`config.mk`:
```
export PLATFORM = sky130hd
export DESIGN_NAME = emif_ctrl
export DESIGN_NICKNAME = d
export VERILOG_FILES = /design/src/rtl/emif_pkg.sv /design/src/rtl/emif_route.sv /design/src/rtl/emif_seq.sv /design/src/rtl/emif_pinmux.sv /design/src/rtl/emif_ctrl.sv
export SDC_FILE = /design/constraint.sdc
export NUM_CORES = 1
export LEC_CHECK = 0
export BUFFER_PORTS_ARGS = -buffer_cell sky130_fd_sc_hd__buf_4
export CAP_MARGIN = 20
export CORE_ASPECT_RATIO = 2
export CORE_MARGIN = 2
export CORE_UTILIZATION = 43
export DETAILED_ROUTE_END_ITERATION = 8
export PLACE_DENSITY_LB_ADDON = 0.1
export RECOVER_POWER = 50
export SYNTH_ARGS = -nofsm -noshare
export SYNTH_HDL_FRONTEND = slang
export SYNTH_SLANG_ARGS = --single-unit
```
`constraint.sdc`:
```
create_clock -name clk -period 3.7 [get_ports clk]
set_input_delay 1.11 -clock clk [delete_from_list [all_inputs] [get_ports clk]]
set_output_delay 1.11 -clock clk [all_outputs]
set_load 0.03 [all_outputs]
```
`src/rtl/emif_pkg.sv`:
```
package emif_pkg;

    typedef enum logic [1:0] {
        MM_ONCHIP     = 2'b00,
        MM_SPLIT      = 2'b01,
        MM_SPLIT_BANK = 2'b10,
        MM_OFFCHIP    = 2'b11
    } mem_mode_e;

    typedef enum logic [2:0] {
        PH_IDLE,
        PH_ALE,
        PH_AHOLD,
        PH_SETUP,
        PH_STROBE,
        PH_HOLD
    } phase_e;

    // Phase length with zero promoted to the one-cycle minimum
    function automatic logic [3:0] at_least_one(input logic [3:0] v);
        return (v == 4'd0) ? 4'd1 : v;
    endfunction

endpackage

```
`src/rtl/emif_route.sv`:
```
module emif_route
    import emif_pkg::*;
#(
    parameter int AW = 16,
    parameter int DW = 8,
    parameter logic [AW-1:0] ONCHIP_LIMIT = 16'h2000
) (
    input  logic [AW-1:0]    addr,
    input  logic [1:0]       mode,
    input  logic [AW-DW-1:0] bank,
    output logic             offchip,
    output logic [AW-1:0]    ext_addr
);
    localparam int HI_W = AW - DW;

    always_comb begin
        unique case (mem_mode_e'(mode))
            MM_ONCHIP:  offchip = 1'b0;
            MM_OFFCHIP: offchip = 1'b1;
            default:    offchip = (addr >= ONCHIP_LIMIT);
        endcase
        ext_addr = addr;
        if (mem_mode_e'(mode) == MM_SPLIT_BANK)
            ext_addr[AW-1:DW] = bank[HI_W-1:0];
    end
endmodule

```
`src/rtl/emif_seq.sv`:
```
module emif_seq
    import emif_pkg::*;
#(
    parameter int AW = 16,
    parameter int DW = 8
) (
    input  logic             clk,
    input  logic             rst_n,
    input  logic             start,
    input  logic             we,
    input  logic [AW-1:0]    addr,
    input  logic [DW-1:0]    wdata,
    input  logic             cfg_mux,
    input  logic [1:0]       cfg_ale_len,
    input  logic [3:0]       cfg_setup,
    input  logic [3:0]       cfg_pulse,
    input  logic [3:0]       cfg_hold,
    input  logic [DW-1:0]    pin_data_i,
    output logic             busy,
    output logic             done,
    output logic [DW-1:0]    rdata,
    output logic [AW+DW+2:0] own_mask,
    output logic [AW+DW+2:0] own_o,
    output logic [AW+DW+2:0] own_oe
);
    localparam int PIN_W = AW + DW + 3;
    localparam int P_ALE = AW + DW;
    localparam int P_RD  = AW + DW + 1;
    localparam int P_WR  = AW + DW + 2;

    typedef struct packed {
        phase_e        ph;
        logic [3:0]    cnt;
        logic          we;
        logic [AW-1:0] addr;
        logic [DW-1:0] wdata;
        logic [DW-1:0] rdata;
    } seq_t;

    seq_t seq_d, seq_q;
    logic done_d;

    always_comb begin
        seq_d  = seq_q;
        done_d = 1'b0;
        unique case (seq_q.ph)
            PH_IDLE: if (start) begin
                seq_d.we    = we;
                seq_d.addr  = addr;
                seq_d.wdata = wdata;
                if (cfg_mux) begin
                    seq_d.ph  = PH_ALE;
                    seq_d.cnt = {2'b00, cfg_ale_len};
                end else begin
                    seq_d.ph  = PH_SETUP;
                    seq_d.cnt = at_least_one(cfg_setup) - 4'd1;
                end
            end
            PH_ALE: begin
                if (seq_q.cnt == 4'd0) seq_d.ph = PH_AHOLD;
                else                   seq_d.cnt = seq_q.cnt - 4'd1;
            end
            PH_AHOLD: begin
                seq_d.ph  = PH_SETUP;
                seq_d.cnt = at_least_one(cfg_setup) - 4'd1;
            end
            PH_SETUP: begin
                if (seq_q.cnt == 4'd0) begin
                    seq_d.ph  = PH_STROBE;
                    seq_d.cnt = at_least_one(cfg_pulse) - 4'd1;
                end else seq_d.cnt = seq_q.cnt - 4'd1;
            end
            PH_STROBE: begin
                if (seq_q.cnt == 4'd0) begin
                    if (!seq_q.we) seq_d.rdata = pin_data_i;
                    seq_d.ph  = PH_HOLD;
                    seq_d.cnt = at_least_one(cfg_hold) - 4'd1;
                end else seq_d.cnt = seq_q.cnt - 4'd1;
            end
            PH_HOLD: begin
                if (seq_q.cnt == 4'd0) begin
                    done_d   = 1'b1;
                    seq_d.ph = PH_IDLE;
                end else seq_d.cnt = seq_q.cnt - 4'd1;
            end
            default: seq_d.ph = PH_IDLE;
        endcase
    end

    always_ff @(posedge clk or negedge rst_n) begin
        if (!rst_n) seq_q <= '0;
        else        seq_q <= seq_d;
    end

    assign busy  = (seq_q.ph != PH_IDLE);
    assign done  = done_d;
    assign rdata = seq_q.rdata;

    // Pin drive while the transfer owns the bus
    always_comb begin
        own_mask = '0;
        own_o    = '0;
        own_oe   = '0;
        if (busy) begin
            own_mask[DW-1:0]      = '1;
            own_mask[2*DW-1:DW]   = {DW{~cfg_mux}};
            own_mask[PIN_W-1:2*DW] = '1;
        end
        own_o[AW+DW-1:2*DW]  = seq_q.addr[AW-1:DW];
        own_oe[AW+DW-1:2*DW] = '1;
        own_o[2*DW-1:DW]     = seq_q.addr[DW-1:0];
        own_oe[2*DW-1:DW]    = '1;
        own_o[P_ALE]  = (seq_q.ph == PH_ALE);
        own_o[P_RD]   = ~((seq_q.ph == PH_STROBE) && !seq_q.we);
        own_o[P_WR]   = ~((seq_q.ph == PH_STROBE) && seq_q.we);
        own_oe[P_ALE] = 1'b1;
        own_oe[P_RD]  = 1'b1;
        own_oe[P_WR]  = 1'b1;
        if (seq_q.ph == PH_ALE || seq_q.ph == PH_AHOLD) begin
            own_o[DW-1:0]  = seq_q.addr[DW-1:0];
            own_oe[DW-1:0] = '1;
        end else begin
            own_o[DW-1:0]  = seq_q.wdata;
            own_oe[DW-1:0] = {DW{seq_q.we}};
        end
    end

    AST_DONE_RELEASES: assert property (@(posedge clk) disable iff (!rst_n)
        done |=> !busy);
    AST_START_ONLY_IDLE: assert property (@(posedge clk) disable iff (!rst_n)
        (start && !busy) |=> busy);
endmodule

```
`src/rtl/emif_pinmux.sv`:
```
module emif_pinmux #(
    parameter int PIN_W = 27
) (
    input  logic [PIN_W-1:0] own_mask,
    input  logic [PIN_W-1:0] own_o,
    input  logic [PIN_W-1:0] own_oe,
    input  logic [PIN_W-1:0] lat_o,
    input  logic [PIN_W-1:0] lat_oe,
    output logic [PIN_W-1:0] pin_o,
    output logic [PIN_W-1:0] pin_oe
);
    for (genvar i = 0; i < PIN_W; i++) begin : g_pin
        assign pin_o[i]  = own_mask[i] ? own_o[i]  : lat_o[i];
        assign pin_oe[i] = own_mask[i] ? own_oe[i] : lat_oe[i];
    end
endmodule

```
`src/rtl/emif_ctrl.sv`:
```
module emif_ctrl
    import emif_pkg::*;
#(
    parameter int AW = 16,
    parameter int DW = 8,
    parameter logic [AW-1:0] ONCHIP_LIMIT = 16'h2000,
    localparam int PIN_W = AW + DW + 3,
    localparam int HI_W  = AW - DW
) (
    input  logic             clk,
    input  logic             rst_n,
    input  logic             cpu_req,
    input  logic             cpu_we,
    input  logic [AW-1:0]    cpu_addr,
    input  logic [DW-1:0]    cpu_wdata,
    output logic             cpu_ready,
    output logic [DW-1:0]    cpu_rdata,
    output logic             onchip_en,
    input  logic [DW-1:0]    onchip_rdata,
    input  logic             cfg_mux,
    input  logic [1:0]       cfg_mode,
    input  logic [1:0]       cfg_ale_len,
    input  logic [3:0]       cfg_setup,
    input  logic [3:0]       cfg_pulse,
    input  logic [3:0]       cfg_hold,
    input  logic [HI_W-1:0]  cfg_bank,
    input  logic [PIN_W-1:0] port_lat_o,
    input  logic [PIN_W-1:0] port_lat_oe,
    output logic [PIN_W-1:0] pin_o,
    output logic [PIN_W-1:0] pin_oe,
    input  logic [DW-1:0]    pin_data_i
);
    localparam int P_ALE = AW + DW;
    localparam int P_RD  = AW + DW + 1;
    localparam int P_WR  = AW + DW + 2;

    logic             offchip, busy, done, start;
    logic [AW-1:0]    ext_addr;
    logic [DW-1:0]    ext_rdata;
    logic [PIN_W-1:0] own_mask, own_o, own_oe;

    emif_route #(.AW(AW), .DW(DW), .ONCHIP_LIMIT(ONCHIP_LIMIT)) u_route (
        .addr(cpu_addr), .mode(cfg_mode), .bank(cfg_bank),
        .offchip(offchip), .ext_addr(ext_addr)
    );

    assign start     = cpu_req && !busy && offchip;
    assign onchip_en = cpu_req && !busy && !offchip;
    assign cpu_ready = onchip_en || done;
    assign cpu_rdata = onchip_en ? onchip_rdata : ext_rdata;

    emif_seq #(.AW(AW), .DW(DW)) u_seq (
        .clk(clk), .rst_n(rst_n), .start(start), .we(cpu_we),
        .addr(ext_addr), .wdata(cpu_wdata), .cfg_mux(cfg_mux),
        .cfg_ale_len(cfg_ale_len), .cfg_setup(cfg_setup),
        .cfg_pulse(cfg_pulse), .cfg_hold(cfg_hold),
        .pin_data_i(pin_data_i), .busy(busy), .done(done),
        .rdata(ext_rdata), .own_mask(own_mask), .own_o(own_o),
        .own_oe(own_oe)
    );

    emif_pinmux #(.PIN_W(PIN_W)) u_pinmux (
        .own_mask(own_mask), .own_o(own_o), .own_oe(own_oe),
        .lat_o(port_lat_o), .lat_oe(port_lat_oe),
        .pin_o(pin_o), .pin_oe(pin_oe)
    );

    AST_ONCHIP_NO_BUS: assert property (@(posedge clk) disable iff (!rst_n)
        onchip_en |-> (pin_o == port_lat_o && pin_oe == port_lat_oe));
    AST_READ_RELEASES_DATA: assert property (@(posedge clk) disable iff (!rst_n)
        (busy && !pin_o[P_RD]) |-> (pin_oe[DW-1:0] == '0));
    AST_STROBES_EXCLUSIVE: assert property (@(posedge clk) disable iff (!rst_n)
        busy |-> (pin_o[P_RD] || pin_o[P_WR]));
    AST_ALE_OUTSIDE_STROBE: assert property (@(posedge clk) disable iff (!rst_n)
        (busy && pin_o[P_ALE]) |-> (pin_o[P_RD] && pin_o[P_WR]));
    AST_READY_SINGLE: assert property (@(posedge clk) disable iff (!rst_n)
        (cpu_ready && offchip) |=> !done);
endmodule

```
==> impl_metrics.xml, run 1 <==
<?xml version="1.0" encoding="UTF-8"?>
<metrics>
  <group name="detailed_routing">
    <metric name="routed.top_layer" unit="">met4</metric>
    <metric name="drt_first_pass_iters" unit="">4</metric>
    <metric name="met3WireLength" unit="um">669</metric>
    <metric name="detail_route.wl_per_cell" unit="um">15.5</metric>
    <metric name="drc" unit="">0</metric>
    <metric name="wl" unit="mm">9.02</metric>
    <metric name="vias" unit="">3075</metric>
    <metric name="routed-wl-met2" unit="mm">5.03</metric>
    <metric name="wirelength_met1" unit="mm">3.07</metric>
    <metric name="via_per_inst" unit="">5.29</metric>
    <metric name="drt.antenna.violating_nets" unit="">0</metric>
    <metric name="detailedRoute.firstIterationViolations" unit="">66</metric>
  </group>
  <group name="min_path">
    <metric name="hold_path_end" unit="">u_seq.own_o[17]</metric>
    <metric name="hold_depth" unit="">2</metric>
    <metric name="worst_hold_path_type" unit="">flop to flop</metric>
    <metric name="min_from" unit="">u_seq.own_o[17]</metric>
  </group>
  <group name="synthesis">
    <metric name="netlist-cell-type-count" unit="">44</metric>
    <metric name="synth_net_count" unit="">434</metric>
    <metric name="portion_of_the_post_synthesis_area_used_by_sequential_elements" unit="%">34.0</metric>
    <metric name="dominant_cells_by_area_after_synthesis" unit="">sky130_fd_sc_hd__dfrtp_1 34%, sky130_fd_sc_hd__mux2_2 19%, sky130_fd_sc_hd__mux2i_1 6.1%, sky130_fd_sc_hd__nand2_1 4.1%, sky130_fd_sc_hd__nand2b_1 3.6%</metric>
    <metric name="post-synth-top-area-cell" unit="">sky130_fd_sc_hd__dfrtp_1</metric>
    <metric name="synth.yosys.warnings" unit="">0</metric>
    <metric name="edff_count_synth" unit="">0</metric>
    <metric name="synth.cell_area" unit="um2">2950</metric>
    <metric name="ys_dominant_reg_cell" unit="">sky130_fd_sc_hd__dfrtp_1</metric>
    <metric name="syn_avg_cell_area" unit="um2">9.69</metric>
    <metric name="ys_seq_elements" unit="">40</metric>
    <metric name="syn-instance-count" unit="">304</metric>
    <metric name="synthArstFlopShare" unit="%">100</metric>
    <metric name="synth_largest_type_area_fraction" unit="%">34.0</metric>
  </group>
  <group name="sta">
    <metric name="clock.fmax" unit="MHz">271</metric>
    <metric name="unrepaired_setup_endpoints_after_global_routing" unit="">yes</metric>
    <metric name="layout_worst_path_cycle_share" unit="%">99.7</metric>
    <metric name="worst_hold_slack" unit="ps">473</metric>
    <metric name="final_max_slew_viol_count" unit="">41</metric>
    <metric name="report.final.setup_viol" unit="">0</metric>
    <metric name="final_hold_vio_count" unit="">0</metric>
    <metric name="maxSlewHeadroom" unit="%">-49.1</metric>
    <metric name="finalClockSkew" unit="ps">3.53</metric>
    <metric name="layout_min_cycle_time" unit="ps">3690</metric>
    <metric name="worst-slew-pin-transition" unit="ps">2240</metric>
  </group>
  <group name="pwr">
    <metric name="p_leak" unit="nW">2.35</metric>
    <metric name="ir_worst_vdd" unit="mV">0.571</metric>
    <metric name="power_per_cell_area" unit="nW/um2">817</metric>
  </group>
  <group name="global_routing">
    <metric name="grt.total_usage" unit="%">24.0</metric>
    <metric name="gr-total-overflow" unit="">0</metric>
    <metric name="grt_pass1_wl" unit="mm">14.6</metric>
    <metric name="initial_antenna_violation_count" unit="">0</metric>
    <metric name="grt_pass1_vias" unit="">3168</metric>
    <metric name="largest_net_degree_at_the_start_of_global_routing" unit="">41</metric>
  </group>
  <group name="clock_network">
    <metric name="numClockSinks" unit="">40</metric>
    <metric name="cts.repair_timing.setup_buffer_count" unit="">0</metric>
    <metric name="cts.reportedPaths.clkPinSlew" unit="ps">60</metric>
    <metric name="cts_root_buffer" unit="">sky130_fd_sc_hd__clkbuf_16</metric>
    <metric name="cts-htree-levels" unit="">2</metric>
    <metric name="cts_buffer_depth" unit="">2</metric>
    <metric name="tritoncts" unit="">built</metric>
    <metric name="tritoncts.num_buffers" unit="">5</metric>
    <metric name="hold_buffers" unit="">0</metric>
    <metric name="clkLatencyLatePin" unit="ps">280</metric>
  </group>
  <group name="critical_path">
    <metric name="path_max_fanout" unit="">5</metric>
    <metric name="critPathCaptureType" unit="">output port</metric>
    <metric name="worstPathRequired" unit="ps">2590</metric>
    <metric name="timing.setup.critical_path_class" unit="">input pin to output port</metric>
    <metric name="ff2ff_setup_slack" unit="ps">570</metric>
    <metric name="critPathArrivalTime" unit="ps">2580</metric>
    <metric name="worstReg2RegEnd" unit="">u_seq.seq_q[38]</metric>
    <metric name="cp-start-kind" unit="">input pin</metric>
    <metric name="rr_startpoint" unit="">u_seq.seq_q[37]</metric>
    <metric name="rr_worst_depth" unit="">6</metric>
  </group>
  <group name="floorplanning">
    <metric name="fp.coreArea" unit="um2">6620</metric>
    <metric name="initial_core_util" unit="%">44.5</metric>
    <metric name="die_width" unit="um">62.5</metric>
    <metric name="dieArea" unit="um2">7570</metric>
    <metric name="number_of_top_level_design_ports" unit="">187</metric>
    <metric name="floorplan.die.height" unit="um">121</metric>
    <metric name="num_rows" unit="">42</metric>
  </group>
  <group name="status">
    <metric name="failing_checks" unit="">max-capacitance violations, max-slew violations</metric>
    <metric name="status" unit="">finished with violations</metric>
  </group>
  <group name="layout">
    <metric name="layout.nets" unit="">622</metric>
    <metric name="post_route_cells_drive_above_1_share" unit="%">55.0</metric>
    <metric name="synthToLayoutAreaGrowth" unit="%">59.1</metric>
    <metric name="number_of_antenna_diodes" unit="">0</metric>
    <metric name="fin_area" unit="um2">4690</metric>
    <metric name="finalCoreUtilization" unit="%">70.8</metric>
  </group>
  <group name="placement">
    <metric name="portBuffers" unit="">186</metric>
    <metric name="postPlaceCellArea" unit="um2">4450</metric>
    <metric name="gp_routability_congestion" unit="">0.851</metric>
    <metric name="detailedPlacementHpwl" unit="mm">6.99</metric>
  </group>
  <group name="job">
    <metric name="max_capacitance_violation_count" unit="">1</metric>
  </group>
</metrics>
[cell usage after synthesis, drive strengths merged (3+ instances only)]
cell / n
buf: 10
o21ai: 16
a22o: 10
dfrtp: 40
a32oi: 3
nand2b: 17
nand3: 4
o22a: 3
mux2i: 18
mux2: 49
nor3: 10
a21oi: 5
xnor2: 3
a21o: 8
inv: 12
or2: 9
o22ai: 3
nor2: 14
o211ai: 8
ha: 7
nand2: 32
clkbuf: 7
[registers in the layout, summed over array words and instances (netlist names)]
signal and cells:
u_seq.rdata 8, u_seq.seq_q 16, u_seq.own_o 16
[repair_timing]
action / in CTS / in global routing
endpoints found under the hold margin: 0 / 0
cloned: 1 / 0
pin swaps: 4 / 2
gates resized for setup: 14 / 3
endpoints found under the setup margin: 9 / 9
[cell type report]
class	count	area [um2]
flip-flops and latches	40	1000
repair buffers	197	1500
clock inverters	1	30.0
inverters	12	47.5
fillers	560	1930
well taps	88	110
clock buffers	7	153
multi-input cells	236	1850
[metal layers]
layer	global-route usage, %	up-vias
met5	0	-
met2	46.6	154
met1	23.5	1435
met3	6.22	17
met4	9.86	0
li1	-	1469
[cells by family (layout without fill, tap and decap cells)]
family,count (synthesis),in the layout,share of synthesized area (%)
AOI/OAI and AO/OA,63,63,14.9
and+or+nand+nor,94,95,17.7
buffers and inverters,29,217,4.42
DFF,40,40,34.0
muxes,67,67,24.8
xor gates and xnor gates,4,4,1.19
adders and majority gates,7,7,2.97
[worst max-delay path, stage by stage]
cell and delay, ps:
sky130_fd_sc_hd__buf_8 100, sky130_fd_sc_hd__inv_4 50, sky130_fd_sc_hd__ha_4 190, sky130_fd_sc_hd__or4_4 440
sky130_fd_sc_hd__nand2_4 110, sky130_fd_sc_hd__nand3_4 110, sky130_fd_sc_hd__mux2_2 310, sky130_fd_sc_hd__buf_4 170
[report_power, final]
part	internal [W]	switching (W)	total [W]
clock network	0.000355	0.000174	0.000530
registers	0.000645	0.000173	0.000818
logic	0.00110	0.00139	0.00248
total	0.00210	0.00174	0.00383
[stage by stage]
| stage | power [W] | cells | setup TNS [ps] | worst slack (ps) |
|---|---|---|---|---|
| after floorplan | 0.00246 | 304 | 0 | 54.6 |
| after detailed placement | 0.00329 | 572 | -1640 | -193 |
| after global placement | 0.00324 | 572 | -1210 | -139 |
| after global routing | 0.00407 | 581 | -145 | -33.9 |
| after CTS | 0.00386 | 581 | -238 | -47.2 |
| final | 0.00383 | 581 | 0 | 11.6 |
[layout by cell type, fill, tap and decap left out, types with 2 or more instances in the layout]
master                      synthesis  final
sky130_fd_sc_hd__xnor2_1            3      3
sky130_fd_sc_hd__dfrtp_1           40     40
sky130_fd_sc_hd__buf_4              2    188
sky130_fd_sc_hd__mux2i_1           18     18
sky130_fd_sc_hd__mux2_2            49     47
sky130_fd_sc_hd__a21o_1             8      8
sky130_fd_sc_hd__a32oi_1            3      3
sky130_fd_sc_hd__o211ai_1           8      8
sky130_fd_sc_hd__nand3_1            3      3
sky130_fd_sc_hd__mux2_4             0      2
sky130_fd_sc_hd__nor3_1             8      9
sky130_fd_sc_hd__nor2_1            13     13
sky130_fd_sc_hd__nand3_4            0      2
sky130_fd_sc_hd__clkbuf_16          0      5
sky130_fd_sc_hd__ha_1               7      6
sky130_fd_sc_hd__nand2b_1          17     17
sky130_fd_sc_hd__inv_1             12     11
sky130_fd_sc_hd__buf_6              1      6
sky130_fd_sc_hd__clkbuf_8           0      2
sky130_fd_sc_hd__clkbuf_1           7      2
sky130_fd_sc_hd__o31ai_1            2      2
sky130_fd_sc_hd__o22a_1             3      3
sky130_fd_sc_hd__a22o_1            10     10
sky130_fd_sc_hd__a21oi_1            5      5
sky130_fd_sc_hd__or2_2              9      9
sky130_fd_sc_hd__or3b_1             1      2
sky130_fd_sc_hd__nand2_1           32     31
sky130_fd_sc_hd__o22ai_1            3      3
sky130_fd_sc_hd__o21ai_0           14     15
[how the worst max path moves through the flow]
stage	startpoint	to	slack, ps
2_1_floorplan	cfg_mode[0]	cpu_rdata[0]	50
3_3_place_gp	cfg_mode[0]	cpu_rdata[3]	-140
3_5_place_dp	cfg_mode[0]	cpu_rdata[1]	-190
4_1_cts	cfg_mode[0]	cpu_rdata[1]	-50
5_1_grt	cfg_mode[0]	cpu_rdata[4]	-30
6_report	cfg_mode[0]	cpu_rdata[4]	10
Power figures use the tool's default switching activity.
==> run 2, diff against run 1 <==
Settings changed: MAX_ROUTING_LAYER set to met4, RECOVER_POWER 50 to not set.
==> run 2 against run 1 <==
The flow now finishes without violations. Sequential power hardly changed. Maximum frequency hardly changed. Routed wire length hardly changed. Critical path type unchanged. Largest cell class unchanged.
==> impl_metrics.xml, run 2 (synthesis gave the netlist of run 1 again) <==
<?xml version="1.0" encoding="UTF-8"?>
<metrics>
  <group name="sta">
    <metric name="maxSlewHeadroom" unit="%">58.8</metric>
    <metric name="final_max_slew_viol_count" unit="">0</metric>
    <metric name="finalClockSkew" unit="ps">3.41</metric>
    <metric name="layout_min_cycle_time" unit="ps">3690</metric>
    <metric name="clock.fmax" unit="MHz">271</metric>
    <metric name="fin_ws" unit="ps">9.99</metric>
    <metric name="worst-slew-pin-transition" unit="ps">616</metric>
    <metric name="layout_worst_path_cycle_share" unit="%">99.7</metric>
    <metric name="unrepaired_setup_endpoints_after_global_routing" unit="">yes</metric>
    <metric name="report.final.setup_viol" unit="">0</metric>
    <metric name="final_hold_vio_count" unit="">0</metric>
  </group>
  <group name="floorplanning">
    <metric name="floorplan.die.height" unit="um">121</metric>
    <metric name="dieArea" unit="um2">7570</metric>
    <metric name="fp.coreArea" unit="um2">6620</metric>
    <metric name="number_of_top_level_design_ports" unit="">187</metric>
    <metric name="initial_core_util" unit="%">44.5</metric>
    <metric name="die_width" unit="um">62.5</metric>
    <metric name="num_rows" unit="">42</metric>
  </group>
  <group name="placement">
    <metric name="portBuffers" unit="">186</metric>
    <metric name="detailedPlacementHpwl" unit="mm">6.99</metric>
    <metric name="place_ws" unit="ps">-193</metric>
    <metric name="postPlaceCellArea" unit="um2">4450</metric>
    <metric name="gp_routability_congestion" unit="">0.864</metric>
  </group>
  <group name="critical_path">
    <metric name="critPathTopFamily" unit="">simple AND/OR/NAND/NOR gates</metric>
    <metric name="critPathArrivalTime" unit="ps">2580</metric>
    <metric name="critical_path.slowest_cell" unit="">sky130_fd_sc_hd__or4_4</metric>
    <metric name="timing.setup.critical_path_class" unit="">input pin to output port</metric>
    <metric name="cp-start-kind" unit="">input pin</metric>
    <metric name="cp_cell_sequence" unit="">buf_8, inv_4, ha_4, or4_4, nand2_4, nand3_4, mux2_2, buf_4</metric>
    <metric name="crit_start" unit="">cfg_mode[0]</metric>
    <metric name="worstPathRequired" unit="ps">2590</metric>
    <metric name="worstPathBufferInverterCount" unit="">3</metric>
    <metric name="critical-path-max-stage-delay" unit="ps">440</metric>
    <metric name="critPathCaptureType" unit="">output port</metric>
    <metric name="path_max_fanout" unit="">5</metric>
    <metric name="rr_startpoint" unit="">u_seq.seq_q[37]</metric>
  </group>
  <group name="layout">
    <metric name="most-common-layout-cells" unit="">190 x sky130_fd_sc_hd__buf_4, 47 x sky130_fd_sc_hd__mux2_2, 40 x sky130_fd_sc_hd__dfrtp_1</metric>
    <metric name="fillers" unit="">558</metric>
    <metric name="finalCoreUtilization" unit="%">71.3</metric>
    <metric name="layout.nets" unit="">622</metric>
    <metric name="most_frequent_standard_cell_in_the_layout_excluding_fill_and_tap_cells" unit="">sky130_fd_sc_hd__buf_4</metric>
    <metric name="fin_area" unit="um2">4720</metric>
    <metric name="number_of_antenna_diodes" unit="">0</metric>
    <metric name="synthToLayoutAreaGrowth" unit="%">60.1</metric>
    <metric name="post_route_cells_drive_above_1_share" unit="%">55.8</metric>
  </group>
  <group name="job">
    <metric name="max_capacitance_violation_count" unit="">0</metric>
  </group>
  <group name="global_routing">
    <metric name="grt_pass1_wl" unit="mm">14.6</metric>
    <metric name="grt_pass1_vias" unit="">3174</metric>
    <metric name="initial_antenna_violation_count" unit="">0</metric>
    <metric name="grt.total_usage" unit="%">24.7</metric>
    <metric name="largest_net_degree_at_the_start_of_global_routing" unit="">41</metric>
    <metric name="gr-total-overflow" unit="">0</metric>
  </group>
  <group name="clock_network">
    <metric name="tritoncts" unit="">built</metric>
    <metric name="cts-htree-levels" unit="">2</metric>
    <metric name="clkLatencyLatePin" unit="ps">280</metric>
    <metric name="cts_buffer_depth" unit="">2</metric>
    <metric name="tritoncts.num_buffers" unit="">5</metric>
    <metric name="cts.reportedPaths.clkPinSlew" unit="ps">60</metric>
    <metric name="cts_root_buffer" unit="">sky130_fd_sc_hd__clkbuf_16</metric>
    <metric name="numClockSinks" unit="">40</metric>
  </group>
  <group name="detailed_routing">
    <metric name="drt_first_pass_iters" unit="">4</metric>
    <metric name="wl" unit="mm">9.01</metric>
    <metric name="detail_route.wl_per_cell" unit="um">15.5</metric>
    <metric name="detailedRoute.firstIterationViolations" unit="">66</metric>
    <metric name="via_per_inst" unit="">5.31</metric>
    <metric name="drt.antenna.violating_nets" unit="">0</metric>
    <metric name="vias" unit="">3083</metric>
    <metric name="drc" unit="">0</metric>
  </group>
  <group name="min_path">
    <metric name="worst_hold_path_type" unit="">flop to flop</metric>
    <metric name="min_from" unit="">u_seq.own_o[17]</metric>
  </group>
  <group name="pwr">
    <metric name="ir_worst_vdd" unit="mV">0.573</metric>
    <metric name="p_leak" unit="nW">2.36</metric>
    <metric name="power_per_cell_area" unit="nW/um2">815</metric>
  </group>
  <group name="status">
    <metric name="status" unit="">completed</metric>
  </group>
</metrics>
run 2: area by class of cell:
type	instances	area, um2	area share, %
clock buffers	7	153	3.24
clock inverters	1	30.0	0.636
inverters	12	47.5	1.01
multi-input cells	236	1870	39.6
flip-flops and latches	40	1000	21.2
well taps	88	110	2.33
repair buffers	197	1510	32.0
run 2: report_power, final:
part	internal, W	switching [W]
registers	0.000645	0.000176
clock network	0.000355	0.000174
logic	0.00110	0.00139
total	0.00210	0.00174
run 2: path summary, 6_finish.rpt:
| kind | to | slack (ps) | cells past startpoint |
|---|---|---|---|
| max | cpu_rdata[4] | 10 | 8 |
| min | u_seq.own_o[17] | 470 | 2 |
| max reg2reg | u_seq.seq_q[38] | 1020 | 6 |
| min reg2reg | u_seq.own_o[17] | 470 | 2 |
| max in group asynchronous | u_seq.seq_q[33] | 2530 | 1 |
| min in group asynchronous | u_seq.own_o[22] | 810 | 1 |
run 2: worst register-to-register path, delay by kind of cell (launching register included):
family          cells  cell delay (ps)
compound gates      2              620
buf+inv             1              400
flops               1              510
simple gates        3             1040
run 2: routing by layer:
metal | GRT usage, % | part of all wire, %
met3 | 5.84 | 7.5
met2 | 46.6 | 56
met4 | 9.86 | 2.8
met1 | 23.7 | 34
met5 | - | 0
run 2: metrics by stage:
step                total power [W]  hold WS (ps)  TNS [ps]  cells
floorplan                   0.00246           446         0    304
global placement            0.00324           462     -1210    572
detailed placement          0.00329           469     -1640    572
CTS                         0.00386           482      -238    581
global route                0.00408           510      -145    581
finish                      0.00385           473         0    581
run 2: timing repair:
| item | in CTS | in global routing |
|---|---|---|
| hold buffers | 0 | 0 |
| endpoints found under the setup margin | 9 | 9 |
| hold endpoints to repair | 0 | 0 |
| cloned | 1 | 0 |
| gates resized for setup | 14 | 3 |
| pin swaps | 4 | 2 |
| setup buffers | 0 | 0 |
